`src/rtl/itmr_pkg.sv`:
```
package itmr_pkg;

    localparam int BYTE_W = 8;
    localparam int CNT_W  = 2 * BYTE_W;
    localparam logic [1:0] SEL_READBACK = 2'd3;

    typedef enum logic [1:0] {
        ACC_LATCH = 2'd0,
        ACC_LO    = 2'd1,
        ACC_HI    = 2'd2,
        ACC_LOHI  = 2'd3
    } acc_e;

    typedef enum logic [2:0] {
        MODE_TC    = 3'd0,
        MODE_SHOT  = 3'd1,
        MODE_RATE  = 3'd2,
        MODE_SQW   = 3'd3,
        MODE_SSTB  = 3'd4,
        MODE_HSTB  = 3'd5,
        MODE_RATE2 = 3'd6,
        MODE_SQW2  = 3'd7
    } mode_e;

    typedef enum logic {
        PTR_LO = 1'b0,
        PTR_HI = 1'b1
    } ptr_e;

    typedef struct packed {
        logic [1:0] sel;
        acc_e       acc;
        mode_e      mode;
        logic       bcd;
    } ctrl_word_t;

    function automatic logic mode_ok(input mode_e m);
        return (m == MODE_TC) || (m == MODE_RATE) || (m == MODE_SQW);
    endfunction

    function automatic logic [CNT_W-1:0] sqw_half(input logic [CNT_W-1:0] p);
        logic [CNT_W-1:0] h;
        h = p >> 1;
        return (h == '0) ? CNT_W'(1) : h;
    endfunction

endpackage

```
`src/rtl/itmr_ctrl_dec.sv`:
```
module itmr_ctrl_dec
    import itmr_pkg::*;
#(
    parameter logic [1:0] CHAN_ID = 2'd0
) (
    input  logic       clk,
    input  logic       rst,
    input  logic       ctrl_we,
    input  logic [7:0] ctrl_data,
    output logic       latch_req,
    output logic       prog_req,
    output mode_e      prog_mode,
    output logic       cfg_err
);

    ctrl_word_t word;
    logic       bad;

    always_comb begin
        word      = ctrl_word_t'(ctrl_data);
        latch_req = 1'b0;
        prog_req  = 1'b0;
        prog_mode = MODE_TC;
        bad       = 1'b0;
        if (ctrl_we) begin
            if (word.sel == SEL_READBACK) begin
                bad = 1'b1;
            end else if (word.sel == CHAN_ID) begin
                if (word.acc == ACC_LATCH) begin
                    latch_req = 1'b1;
                end else if (word.acc != ACC_LOHI || !mode_ok(word.mode) || word.bcd) begin
                    bad = 1'b1;
                end else begin
                    prog_req  = 1'b1;
                    prog_mode = word.mode;
                end
            end
        end
    end

    always_ff @(posedge clk) begin
        if (rst) cfg_err <= 1'b0;
        else     cfg_err <= bad;
    end

    // a read-back request is always refused
    p_readback_err_r11: assert property (@(posedge clk) disable iff (rst)
        (ctrl_we && ctrl_data[7:6] == SEL_READBACK) |=> cfg_err);

endmodule

```
`src/rtl/itmr_readport.sv`:
```
module itmr_readport
    import itmr_pkg::*;
(
    input  logic              clk,
    input  logic              rst,
    input  logic              latch_req,
    input  logic              data_re,
    input  logic [CNT_W-1:0]  live,
    output logic [BYTE_W-1:0] rd_data
);

    logic [CNT_W-1:0] held;
    logic             held_valid;
    ptr_e             rd_ptr;
    logic [CNT_W-1:0] src;

    always_comb begin
        src     = held_valid ? held : live;
        rd_data = (rd_ptr == PTR_HI) ? src[CNT_W-1:BYTE_W] : src[BYTE_W-1:0];
    end

    always_ff @(posedge clk) begin
        if (rst) begin
            held       <= '0;
            held_valid <= 1'b0;
            rd_ptr     <= PTR_LO;
        end else if (latch_req && !held_valid) begin
            held       <= live;
            held_valid <= 1'b1;
            rd_ptr     <= PTR_LO;
        end else if (data_re) begin
            if (rd_ptr == PTR_HI) begin
                rd_ptr     <= PTR_LO;
                held_valid <= 1'b0;
            end else begin
                rd_ptr <= PTR_HI;
            end
        end
    end

    // a pending latch keeps its value until it is read out
    p_hold_kept_r3: assert property (@(posedge clk) disable iff (rst)
        (held_valid && !data_re) |=> (held_valid && $stable(held)));

    // the high-byte read frees the latch
    p_release_r4: assert property (@(posedge clk) disable iff (rst)
        (held_valid && data_re && rd_ptr == PTR_HI) |=> !held_valid);

endmodule

```
`src/rtl/itmr_core.sv`:
```
module itmr_core
    import itmr_pkg::*;
(
    input  logic              clk,
    input  logic              rst,
    input  logic              cnt_en,
    input  logic              data_we,
    input  logic [BYTE_W-1:0] wr_data,
    input  logic              prog_req,
    input  mode_e             prog_mode,
    output logic [CNT_W-1:0]  count,
    output logic              tmr_out,
    output mode_e             mode_q
);

    logic [CNT_W-1:0] period;
    logic             running;
    ptr_e             wr_ptr;
    logic [CNT_W-1:0] full;

    assign full = {wr_data, count[BYTE_W-1:0]};

    always_ff @(posedge clk) begin
        if (rst) begin
            count   <= '0;
            period  <= '0;
            running <= 1'b0;
            tmr_out <= 1'b0;
            mode_q  <= MODE_TC;
            wr_ptr  <= PTR_LO;
        end else begin
            if (prog_req) mode_q <= prog_mode;
            if (data_we) begin
                if (wr_ptr == PTR_LO) begin
                    count[BYTE_W-1:0] <= wr_data;
                    running           <= 1'b0;
                    tmr_out           <= 1'b0;
                    wr_ptr            <= PTR_HI;
                end else begin
                    period <= full;
                    wr_ptr <= PTR_LO;
                    count  <= full;
                    if (full != '0) begin
                        running <= 1'b1;
                        case (mode_q)
                            MODE_SQW: begin
                                count   <= sqw_half(full);
                                tmr_out <= 1'b1;
                            end
                            MODE_RATE: tmr_out <= (full != CNT_W'(1));
                            default:   tmr_out <= 1'b0;
                        endcase
                    end
                end
            end else if (running && cnt_en) begin
                case (mode_q)
                    MODE_RATE: begin
                        if (count == CNT_W'(1)) begin
                            count   <= period;
                            tmr_out <= (period != CNT_W'(1));
                        end else begin
                            count   <= count - 1'b1;
                            tmr_out <= (count != CNT_W'(2));
                        end
                    end
                    MODE_SQW: begin
                        if (count == CNT_W'(1)) begin
                            count   <= sqw_half(period);
                            tmr_out <= ~tmr_out;
                        end else begin
                            count <= count - 1'b1;
                        end
                    end
                    default: begin
                        if (count == CNT_W'(1)) begin
                            count   <= '0;
                            tmr_out <= 1'b1;
                            running <= 1'b0;
                        end else begin
                            count <= count - 1'b1;
                        end
                    end
                endcase
            end
        end
    end

    // the low-byte write halts the channel and clears the output
    p_lowwr_stops_r6: assert property (@(posedge clk) disable iff (rst)
        (data_we && wr_ptr == PTR_LO) |=> (!running && !tmr_out));

    // no strobe and no write, no change of count
    p_no_tick_r13: assert property (@(posedge clk) disable iff (rst)
        (!cnt_en && !data_we) |=> $stable(count));

    // terminal count in mode 0 raises the output and stops
    p_tc_stop_r8: assert property (@(posedge clk) disable iff (rst)
        (running && mode_q == MODE_TC && count == CNT_W'(1) && cnt_en && !data_we)
        |=> (tmr_out && !running && count == '0));

    // a zero period leaves the channel idle
    p_zero_idle_r7: assert property (@(posedge clk) disable iff (rst)
        (data_we && wr_ptr == PTR_HI && full == '0) |=> !running);

endmodule

```
`src/rtl/itmr_channel.sv`:
```
module itmr_channel
    import itmr_pkg::*;
#(
    parameter logic [1:0] CHAN_ID = 2'd0
) (
    input  logic       clk,
    input  logic       rst,
    input  logic       cnt_en,
    input  logic       ctrl_we,
    input  logic [7:0] ctrl_data,
    input  logic       data_we,
    input  logic       data_re,
    input  logic [7:0] wr_data,
    output logic [7:0] rd_data,
    output logic       tmr_out,
    output logic       cfg_err
);

    logic             latch_req;
    logic             prog_req;
    mode_e            prog_mode;
    mode_e            mode_q;
    logic [CNT_W-1:0] count;

    itmr_ctrl_dec #(.CHAN_ID(CHAN_ID)) u_dec (
        .clk       (clk),
        .rst       (rst),
        .ctrl_we   (ctrl_we),
        .ctrl_data (ctrl_data),
        .latch_req (latch_req),
        .prog_req  (prog_req),
        .prog_mode (prog_mode),
        .cfg_err   (cfg_err)
    );

    itmr_core u_core (
        .clk       (clk),
        .rst       (rst),
        .cnt_en    (cnt_en),
        .data_we   (data_we),
        .wr_data   (wr_data),
        .prog_req  (prog_req),
        .prog_mode (prog_mode),
        .count     (count),
        .tmr_out   (tmr_out),
        .mode_q    (mode_q)
    );

    itmr_readport u_rd (
        .clk       (clk),
        .rst       (rst),
        .latch_req (latch_req),
        .data_re   (data_re),
        .live      (count),
        .rd_data   (rd_data)
    );

    // a refused control byte leaves the mode untouched
    p_err_mode_kept_r11: assert property (@(posedge clk) disable iff (rst)
        cfg_err |-> $stable(mode_q));

endmodule

```
`config.mk`:
```
export PLATFORM = sky130hd
export DESIGN_NAME = itmr_channel
export DESIGN_NICKNAME = d
export VERILOG_FILES = /design/src/rtl/itmr_pkg.sv /design/src/rtl/itmr_ctrl_dec.sv /design/src/rtl/itmr_readport.sv /design/src/rtl/itmr_core.sv /design/src/rtl/itmr_channel.sv
export SDC_FILE = /design/constraint.sdc
export NUM_CORES = 1
export LEC_CHECK = 0
export BUFFER_PORTS_ARGS = -buffer_cell sky130_fd_sc_hd__buf_4
export CELL_PAD_IN_SITES_DETAIL_PLACEMENT = 1
export CELL_PAD_IN_SITES_GLOBAL_PLACEMENT = 2
export CORE_MARGIN = 10
export CORE_UTILIZATION = 38
export DETAILED_ROUTE_END_ITERATION = 10
export PLACE_DENSITY = 0.81
export RECOVER_POWER = 100
export SLEW_MARGIN = 20
export SYNTH_ARGS = -nofsm -noshare
export SYNTH_HDL_FRONTEND = slang
export SYNTH_SLANG_ARGS = --single-unit
```
`constraint.sdc`:
```
create_clock -name clk -period 3.1 [get_ports clk]
set_input_delay 0.62 -clock clk [delete_from_list [all_inputs] [get_ports clk]]
set_output_delay 0.62 -clock clk [all_outputs]
set_load 0.02 [all_outputs]
```
Yosys cells after proc, flatten, opt, wreduce, memory -nomap -nowiden
Index checks and enable logic that the tools add are counted.
{"block": "word_totals", "output_inout_bits": 10, "regBits": 57}
{"block": "op_classes", "mux": 52, "n_eq_ne": 15, "bitwise": 2, "n_addsub": 1, "reduce_logical": 28}
{"cell": "2-to-1 mux 16 bit", "count": 8}
{"cell": "zero test 16 bit", "count": 2}
{"cell": "!= test 16 x 1 -> 1 bit (second input constant)", "count": 2}
{"cell": "one-hot mux 16 bit (2 select lines)", "count": 1}
{"cell": "2-to-1 mux 1 bit", "count": 31}
{"cell": "2-to-1 mux 15 bit", "count": 2}
{"cell": "2-to-1 mux 8 bit", "count": 3}
{"cell": "equality test 16 x 1 -> 1 bit (second input constant)", "count": 1}
{"cell": "!= test 16 x 2 -> 1 bit (second input constant)", "count": 1}
{"cell": "nonzero test 16 bit", "count": 1}
{"cell": "subtractor 16 x 1 -> 16 bit (second input constant)", "count": 1}
{"cell": "2-to-1 mux 3 bit", "count": 5}
{"cell": "equality test 3 x 2 -> 1 bit (second input constant)", "count": 4}
{"cell": "AND reduction 4 bit", "count": 2}
{"cell": "nonzero test 2 bit", "count": 4}
{"cell": "!= test 3 bit (second input constant)", "count": 2}
{"cell": "AND reduction 2 bit", "count": 3}
{"cell": "OR reduction 2 bit", "count": 3}
{"cell": "zero test 2 bit", "count": 2}
{"cell": "logical OR 1 bit", "count": 4}
{"cell": "!= test 2 x 1 -> 1 bit (second input constant)", "count": 2}
{"cell": "one-hot mux 1 bit (2 select lines)", "count": 2}
{"cell": "zero test 3 bit", "count": 1}
{"cell": "!= test 3 x 2 -> 1 bit (second input constant)", "count": 1}
{"cell": "other kinds (7)", "count": 10}

Depth between registers and ports, before layout
Gate-level depths: netlist (run 1).
{"block": "depth", "word_depth": 11, "ltp_mapped": 9}

Modules after synthesis
From an unflattened synthesis (run 1), not the netlist that was laid out.
{"block": "hier_totals", "cells_unflattened": 435, "hier_area_um2": 3595.9}
{"mod": "itmr_core", "area_each_um2": 2573.7, "n_inst": 1, "cells_each": 330}
{"mod": "itmr_readport", "area_each_um2": 897.1, "n_inst": 1, "cells_each": 89}
{"mod": "itmr_ctrl_dec", "area_each_um2": 125.1, "n_inst": 1, "cells_each": 16}

Least setup slack after synthesis (run 1)
No wires, ideal clock.
{"block": "synth_path", "path_type": "reg-to-output", "startpoint": "register u_rd.held_valid", "endpoint": "output rd_data[0]", "path_buffers": 1, "arrival_ps": 1383, "required_time_ps": 2480, "stages_incl_launch_ff": 3, "slack_ps": 1097, "path_cell_list": "dfxtp_1 > clkbuf_1 > mux4_2"}
{"block": "synth_between", "elab_chain_len": 2}
{"item": "from (decl)", "line": "itmr_readport.sv:13", "text": "logic held_valid;"}
{"item": "from (signal assigned)", "line": "itmr_readport.sv:25", "text": "held_valid <= 1'b0;"}
{"item": "from (signal assigned)", "line": "itmr_readport.sv:29", "text": "held_valid <= 1'b1;"}
{"item": "from (signal assigned)", "line": "itmr_readport.sv:34", "text": "held_valid <= 1'b0;"}
{"item": "2-to-1 mux 16 bit", "line": "itmr_readport.sv:18", "text": "src = held_valid ? held : live;"}
{"item": "2-to-1 mux 8 bit", "line": "itmr_readport.sv:19", "text": "rd_data = (rd_ptr == PTR_HI) ? src[CNT_W-1:BYTE_W] : src[BYTE_W-1:0];"}
{"item": "to (decl)", "line": "itmr_channel.sv:14", "text": "output logic [7:0] rd_data,"}
Every way passes these cells.

Worst setup path after layout (run 1)
{"block": "layout_path", "startpoint": "register u_core.count[2]", "endpoint": "register u_core.count[1]"}
{"block": "layout_between", "elab_chain_len": 6, "word_cells_on_any_way": 15, "classes_between": "eq/ne (2); mux (10); reduce/logical (3)"}
{"item": "from (decl)", "line": "itmr_core.sv:11", "text": "output logic [CNT_W-1:0] count,"}
{"item": "from (signal, indexed assignment)", "line": "itmr_core.sv:35", "text": "count[BYTE_W-1:0] <= wr_data;"}
{"item": "from (signal assigned)", "line": "itmr_core.sv:42", "text": "count <= full;"}
{"item": "from (signal assigned)", "line": "itmr_core.sv:47", "text": "count <= sqw_half(full);"}
{"item": "zero test 16 bit", "line": "itmr_pkg.sv:44", "text": "return (h == '0) ? CNT_W'(1) : h;"}
{"item": "2-to-1 mux 15 bit", "line": "itmr_pkg.sv:44"}
{"item": "2-to-1 mux 16 bit", "line": "itmr_core.sv:45", "text": "case (mode_q)"}
{"item": "2-to-1 mux 16 bit", "line": "itmr_core.sv:43", "text": "if (full != '0) begin"}
{"item": "2-to-1 mux 8 bit", "line": "itmr_core.sv:34", "text": "if (wr_ptr == PTR_LO) begin"}
{"item": "2-to-1 mux 16 bit", "line": "itmr_core.sv:33", "text": "if (data_we) begin"}
Parallel ways exist; a longest one is shown, timed or not. The select of a mux whose other input is x is not followed.
A chain may end at the register's enable or synchronous reset.

==> out/results.txt, run 1 <==
status: finished, final reports clean
post-layout min period: 2703 ps
WS Path Type: flip-flop to flip-flop
ys flop type: dfxtp_1
worst hold path class: flip-flop to flip-flop
Post-synth EDFFs: 0
Switching Share: 33.15%
Reg clk slew, reported paths: 70 ps
mean post-synth cell area: 7.923 µm²
Synth Net Count: 465
critical path endpoint category: flip-flop
Die ar.: 13380 µm²
sequential share of power: 41.2%
CP required: 3310 ps
R2R Path Start: u_core.count[2]
vias per std cell: 6.057
Max-Cap Viols: 0
placer congestion estimate: 0.9332
largest cells by area after synthesis: dfxtp_1 33%, nand2_1 9.6%, a21oi_1 6.3%
Pleak: 1.354 nW
Slew headroom: 4.265%
internal power consumption: 0.001325 W
hold-fix buffers at CTS: 0
clock power share: 36.0%
io pins: 32
Startpoint Class: flip-flop
clk sinks: 57
top-count cell post-synth: nand2_1
Final Cycle Share: 87.21%
first-pass GRT wire length: 19790 µm
Final Setup Violations: 0
Yosys top cell by area: dfxtp_1
Synth async-reset ratio: 0%
# diodes: 0
TNS Setup: 0 ps
die height: 115.7 µm
#FFs+latches synth: 57
R2R depth: 7
Post-CTS Resized: 0
area of the core: 8806 µm²
clk_lat worst skew: 340 ps
share of layout cells above drive strength 1: 15.78%
Final Net Count: 490
router iterations before antenna repair: 4
Setup crit start: u_core.count[2]
hold depth: 2
FILL cells: 1098
Synth top area share: 32.81%
fmax: 369.9 MHz
root buffer cell: clkbuf_8
vias: 3495
Mapped Cells: 439
combinational share of power: 22.8%
Congestion Overflow GR: 0
top post-synthesis cells by count: 89 x nand2_1, 57 x dfxtp_1, 44 x a21oi_1
port bufs: 31
Site Rows: 34
Die Wd: 115.7 µm
Final ANT Viol Nets: 0
detailed-route DRC error count: 0
worst IR drop on VDD: 0.0001940 V
synthesized area: 3478 µm²
number of global-route vias before repair: 3520
routed wire length: 12410 µm
Starting Density: 39.50%
# Post-CTS Setup Buffers: 0
Area growth, synth to finish: 13.63%
final hold viol count: 0
Max FO, Critical Path: 10
Final Max Tran Viols: 0
unrepaired setup endpoints after global routing: no
Pwr per Cell Area: 501.6 nW/µm²
Net Switching: 0.0006572 W
WP data arrival: 2920 ps
Clock Tree Buf Depth: 2
CTS tree: yes
detailed router's first-iteration violation count: 264
detailed placement HPWL: 9185 µm
H-tree lvl count: 3
post-synthesis sequential area ratio: 32.81%
overall routing resource usage: 18.98%
initial antenna violation count: 0
Yosys cell types: 69
Tot Pwr: 0.001982 W
largest net degree at the start of global routing: 29
Num CTS Buffers: 9
Max Clock Skew: 7.973 ps
actual slew at the worst max-slew pin: 1436 ps
drt wl/cell: 21.50 µm
Synth Warn #: 0
Hold Path Origin: u_rd.held[9]
routing by layer:
layer  vias up  track usage, %  part of all wire [%]
met1      1743           25.92                    47
met3        16           2.636                   4.4
li1       1637               -                     -
met5         -               0                     0
met4         0           6.756                   2.2
met2        99           29.90                    46
kinds of logic after synthesis:
group           count (synthesis)  share of synthesized area [%]
flops                          57                          32.81
buf+inv                        43                          5.179
fa+ha+maj                       4                          1.439
compound gates                105                          20.29
simple gates                  196                          27.77
mux                            23                          9.748
xor+xnor                       11                          2.770
worst max-delay path, stage by stage (launching register included):
cell and delay, ps:
dfxtp_1 380, nor4_4 460, nand4_1 370, nor2_1 700
buf_4 310, nor2_1 50, a31oi_1 200, a21oi_1 100
power by group through the flow:
| stage | clock network (W) | registers, W | logic, W |
|---|---|---|---|
| after floorplan | 0 | 0.000800 | 0.000323 |
| after global placement | 0 | 0.000832 | 0.000461 |
| after detailed placement | 0 | 0.000833 | 0.000467 |
| after CTS | 0.000724 | 0.000816 | 0.000469 |
| after global routing | 0.000757 | 0.000823 | 0.000489 |
| final | 0.000715 | 0.000816 | 0.000451 |
final timing paths:
path / end / slack (ps)
min reg2reg: u_rd.held[9] / 460
max: u_core.count[1] / 400
max reg2reg: u_core.count[1] / 400
min: u_rd.held[9] / 460
placed cells by master, fill, tap and decap left out, types with 4 or more instances in the layout:
master / n
dfxtp_1: 57
clkbuf_8: 10
nand2_1: 89
inv_1: 9
a221oi_1: 4
and3_1: 4
xnor2_1: 7
buf_4: 35
mux4_2: 8
xor2_1: 4
a32oi_1: 4
nor2_1: 34
o21ai_0: 8
mux2i_1: 11
ha_1: 4
nand3_1: 14
clkbuf_1: 14
nand3b_1: 6
a31oi_1: 10
nor3_1: 17
nor4_1: 8
a21oi_1: 44
flip-flops by register name (all words and copies together), names as in the netlist:
name             count
u_rd.rd_ptr          1
u_core.count        16
u_rd.held_valid      1
u_core.mode_q        3
u_core.wr_ptr        1
u_core.tmr_out       1
u_rd.held           16
u_dec.cfg_err        1
u_core.period       16
u_core.running       1
layout make-up:
class / instances / area, µm² / share of cell area (%)
clock buffer: 11 / 141.4 / 3.577
tap: 108 / 135.1 / 3.419
multi-input combinational: 339 / 2135 / 54.00
inverter: 9 / 33.78 / 0.8547
timing repair buffer: 48 / 311.5 / 7.882
clock inverter: 5 / 55.05 / 1.393
sequential: 57 / 1141 / 28.87
stage by stage:
| step | worst slack (ps) | cells | util (%) | hold WS [ps] | area, µm² |
|---|---|---|---|---|---|
| 2_1_floorplan | 1097 | 439 | - | 433.1 | 3478 |
| 3_5_place_dp | 733.6 | 561 | 43.46 | 447.0 | 3827 |
| 5_1_grt | 303.7 | 577 | 44.88 | 480.9 | 3953 |
| 6_report | 396.6 | 577 | 44.88 | 457.0 | 3953 |
| 4_1_cts | 612.1 | 577 | 45.69 | 457.0 | 4024 |
| 3_3_place_gp | 786.5 | 561 | 43.46 | 439.2 | 3827 |
Note: power is estimated with default switching activity, not from simulation.
==> run 2: changes to the inputs <==
--- a/config.mk
+++ b/config.mk
@@ -5,11 +5,12 @@
 export SDC_FILE = /design/constraint.sdc
 export NUM_CORES = 1
 export LEC_CHECK = 0
+export ABC_AREA = 1
 export BUFFER_PORTS_ARGS = -buffer_cell sky130_fd_sc_hd__buf_4
 export CELL_PAD_IN_SITES_DETAIL_PLACEMENT = 1
 export CELL_PAD_IN_SITES_GLOBAL_PLACEMENT = 2
 export CORE_MARGIN = 10
-export CORE_UTILIZATION = 38
+export CORE_UTILIZATION = 35
 export DETAILED_ROUTE_END_ITERATION = 10
 export PLACE_DENSITY = 0.81
 export RECOVER_POWER = 100
==> run 2 against run 1 <==
Compared with the run above: sequential share of layout area decreased by 0.96 points; sequential cell count unchanged; area after synthesis increased by 3.8%; highest routed layer unchanged; first-iteration DRC count increased by 3.0%; critical path depth decreased by 1; combinational power increased by 3%; largest cell class unchanged; via count increased by 10%; worst hold slack got worse by 6.4 ps; setup slack improved by 50 ps; design area increased by 3.5%; sequential power increased by 2%.
==> out/results.txt, run 2 <==
Pleak: 1.672 nW (was 1.354 nW)
hold path endpoint: u_core.mode_q[2] (was u_rd.held[9])
most used cell, CP: o21ai_0 (was nor2_1)
area of the core: 10180 µm² (was 8806 µm²)
routed wire length: 13060 µm (was 12410 µm)
root buffer cell: clkbuf_8 (unchanged)
Synth async-reset ratio: 0% (unchanged)
Post-synth EDFFs: 0 (unchanged)
CP bufs+invs: 3 (was 1)
Final ANT Viol Nets: 0 (unchanged)
Clock Tree Buf Depth: 2 (unchanged)
router iterations before antenna repair: 4 (unchanged)
number of global-route vias before repair: 3925 (was 3520)
vias: 3844 (was 3495)
H-tree lvl count: 3 (unchanged)
clk_lat worst skew: 340 ps (about the same)
CP required: 2480 ps (was 3310 ps)
hold depth: 2 (unchanged)
Synth top area share: 31.61% (was 32.81%)
Post-CTS Resized: 0 (unchanged)
overall routing resource usage: 17.99% (was 18.98%)
FILL cells: 1385 (was 1098)
share of layout cells above drive strength 1: 9.667% (was 15.78%)
mean post-synth cell area: 6.267 µm² (was 7.923 µm²)
hold slack: 450.6 ps (was 457.0 ps)
Congestion Overflow GR: 0 (unchanged)
Site Rows: 37 (was 34)
Final Setup Violations: 0 (unchanged)
WS Path Type: flip-flop to output port (was flip-flop to flip-flop)
worst IR drop on VDD: 0.0002296 V (was 0.0001940 V)
largest registers: u_core.count x16, u_core.period x16, u_rd.held x16 (unchanged)
initial antenna violation count: 0 (unchanged)
Synth Net Count: 602 (was 465)
post-synthesis sequential area ratio: 31.61% (was 32.81%)
unrepaired setup endpoints after global routing: no (unchanged)
Synth Warn #: 0 (unchanged)
drt wl/cell: 17.74 µm (was 21.50 µm)
final hold viol count: 0 (unchanged)
Final Cycle Share: 85.58% (was 87.21%)
Max Clock Skew: 7.676 ps (was 7.973 ps)
commonest non-fill, non-tap cell in the layout: nand2_1 (unchanged)
status: finished, final reports clean (unchanged)
ys flop type: dfxtp_1 (unchanged)
io pins: 32 (unchanged)
Yosys cell types: 33 (was 69)
WP data arrival: 2030 ps (was 2920 ps)
#FFs+latches synth: 57 (unchanged)
Starting Density: 35.44% (was 39.50%)
Mapped Cells: 576 (was 439)
Area growth, synth to finish: 13.28% (was 13.63%)
fmax: 376.9 MHz (was 369.9 MHz)
die height: 121.6 µm (was 115.7 µm)
Pwr per Cell Area: 524.9 nW/µm² (was 501.6 nW/µm²)
largest net degree at the start of global routing: 35 (was 29)
Hold Path Origin: u_core.mode_q[2] (was u_rd.held[9])
Final Net Count: 621 (was 490)
top post-synthesis cells by count: 114 x nand2_1, 92 x nor2_1, 65 x o21ai_0 (was 89 x nand2_1, 57 x dfxtp_1, 44 x a21oi_1)
placer congestion estimate: 0.9269 (was 0.9332)
R2R Path Start: u_core.count[1] (was u_core.count[2])
clk sinks: 57 (unchanged)
Max-Cap Viols: 0 (unchanged)
Max FO, Critical Path: 19 (was 10)
Die ar.: 14780 µm² (was 13380 µm²)
CTS tree: yes (unchanged)
Slew headroom: 13.03% (was 4.265%)
Yosys top cell by area: dfxtp_1 (unchanged)
RR Endpoint: u_core.count[1] (unchanged)
Reg clk slew, reported paths: 80 ps (was 70 ps)
hold-fix buffers at CTS: 0 (unchanged)
Startpoint Class: flip-flop (unchanged)
# diodes: 0 (unchanged)
final core occ: 40.15% (was 44.88%)
Die Wd: 121.6 µm (was 115.7 µm)
Num CTS Buffers: 9 (unchanged)
R2R setup slack: 600 ps (was 400 ps)
# Post-CTS Setup Buffers: 0 (unchanged)
largest stage delay on the critical path: 390 ps (was 700 ps)
first-pass GRT wire length: 21250 µm (was 19790 µm)
crit path cell chain: buf_4 -> clkinv_1 -> a21oi_1 -> o21ai_0 -> o21ai_0 -> clkbuf_1 (was nor4_4 -> nand4_1 -> nor2_1 -> buf_4 -> nor2_1 -> a31oi_1 -> a21oi_1)
CP delay by family, top: buffers and inverters (was simple AND/OR/NAND/NOR gates)
Final Max Tran Viols: 0 (unchanged)
leading cell types in the layout, fill and taps excluded: 114 x nand2_1, 92 x nor2_1, 66 x o21ai_0 (was 89 x nand2_1, 57 x dfxtp_1, 44 x a21oi_1)
vias per std cell: 5.223 (was 6.057)
detailed router's first-iteration violation count: 272 (was 264)
actual slew at the worst max-slew pin: 1305 ps (was 1436 ps)
detailed-route DRC error count: 0 (unchanged)
top-count cell post-synth: nand2_1 (unchanged)
port bufs: 31 (unchanged)
slowest cell on the critical path: clkinv_1 (was nor2_1)
post-layout min period: 2653 ps (was 2703 ps)
worst hold path class: flip-flop to flip-flop (unchanged)
largest cells by area after synthesis: dfxtp_1 32%, nand2_1 12%, nor2_1 9.6% (was dfxtp_1 33%, nand2_1 9.6%, a21oi_1 6.3%)
TNS Setup: 0 ps (unchanged)
synthesized area: 3610 µm² (was 3478 µm²)
critical path endpoint category: output port (was flip-flop)
R2R depth: 11 (was 7)
detailed placement HPWL: 9815 µm (was 9185 µm)
==> run 2: where the power goes <==
| group | internal (W) | total [W] | leakage [nW] | switching [W] |
|---|---|---|---|---|
| logic | 0.000149 | 0.000465 | 1.08 | 0.000316 |
| clock network | 0.000519 | 0.000853 | 0.123 | 0.000334 |
| registers | 0.000772 | 0.000829 | 0.466 | 0.0000569 |
==> run 2: routing by layer <==
| metal | wire length [µm] | track usage [%] | share of wire, % | up-vias |
|---|---|---|---|---|
| met3 | 607 | 2.868 | 4.6 | 12 |
| li1 | - | - | - | 1928 |
| met2 | 6201 | 29.70 | 47 | 72 |
| met4 | 140 | 4.620 | 1.1 | 0 |
| met1 | 6107 | 23.87 | 47 | 1832 |
| met5 | 0 | 0 | 0 | - |
==> run 2: cell type report <==
cell class	count	area (µm²)	share of cell area [%]
tap	136	170.2	4.162
clock inverter	4	73.82	1.805
inverter	58	217.7	5.324
timing repair buffer	39	245.2	5.998
sequential	57	1141	27.91
multi-input combinational	430	2076	50.76
clock buffer	12	165.2	4.039
==> run 2: how the worst max path moves through the flow <==
| stage | start | to | slack (ps) | cells after the start |
|---|---|---|---|---|
| floorplan | u_rd.held_valid | rd_data[4] | 1130 | 5 |
| global placement | u_core.count[1] | u_core.count[1] | 950 | 11 |
| detailed placement | data_we | u_core.count[2] | 880 | 8 |
| CTS | u_rd.held_valid | rd_data[1] | 550 | 6 |
| global route | u_rd.held_valid | rd_data[1] | 230 | 6 |
| finish | u_rd.held_valid | rd_data[1] | 450 | 6 |
==> run 2: logic make-up after synthesis <==
group,count (synthesis),synth area share (%)
and+or+nand+nor,266,30.88
buffers and inverters,89,10.64
DFF,57,31.61
adders and majority gates,4,1.387
xor gates and xnor gates,8,1.941
AOI/OAI and AO/OA,152,23.54
==> run 2: worst reg2reg max path, cell delays in order, from the launching register on <==
cell and delay (ps):
dfxtp_1 370, inv_1 240, ha_1 240, nand2_2 60, nor2_1 360, nand2_4 280, inv_1 360, nand2_1 140
nand2_1 70, o21ai_0 90, a21oi_1 140, nor2_1 50
==> run 2: stage by stage <==
step                      cells  total power (W)  setup WS (ps)  instance area (µm²)
after global routing        736         0.002264          227.4                 4089
after floorplan             576         0.001156           1127                 3610
after global placement      720         0.001320          954.9                 3909
final                       736         0.002146          446.9                 4089
after CTS                   736         0.002178          553.1                 4148
after detailed placement    720         0.001326          878.1                 3909
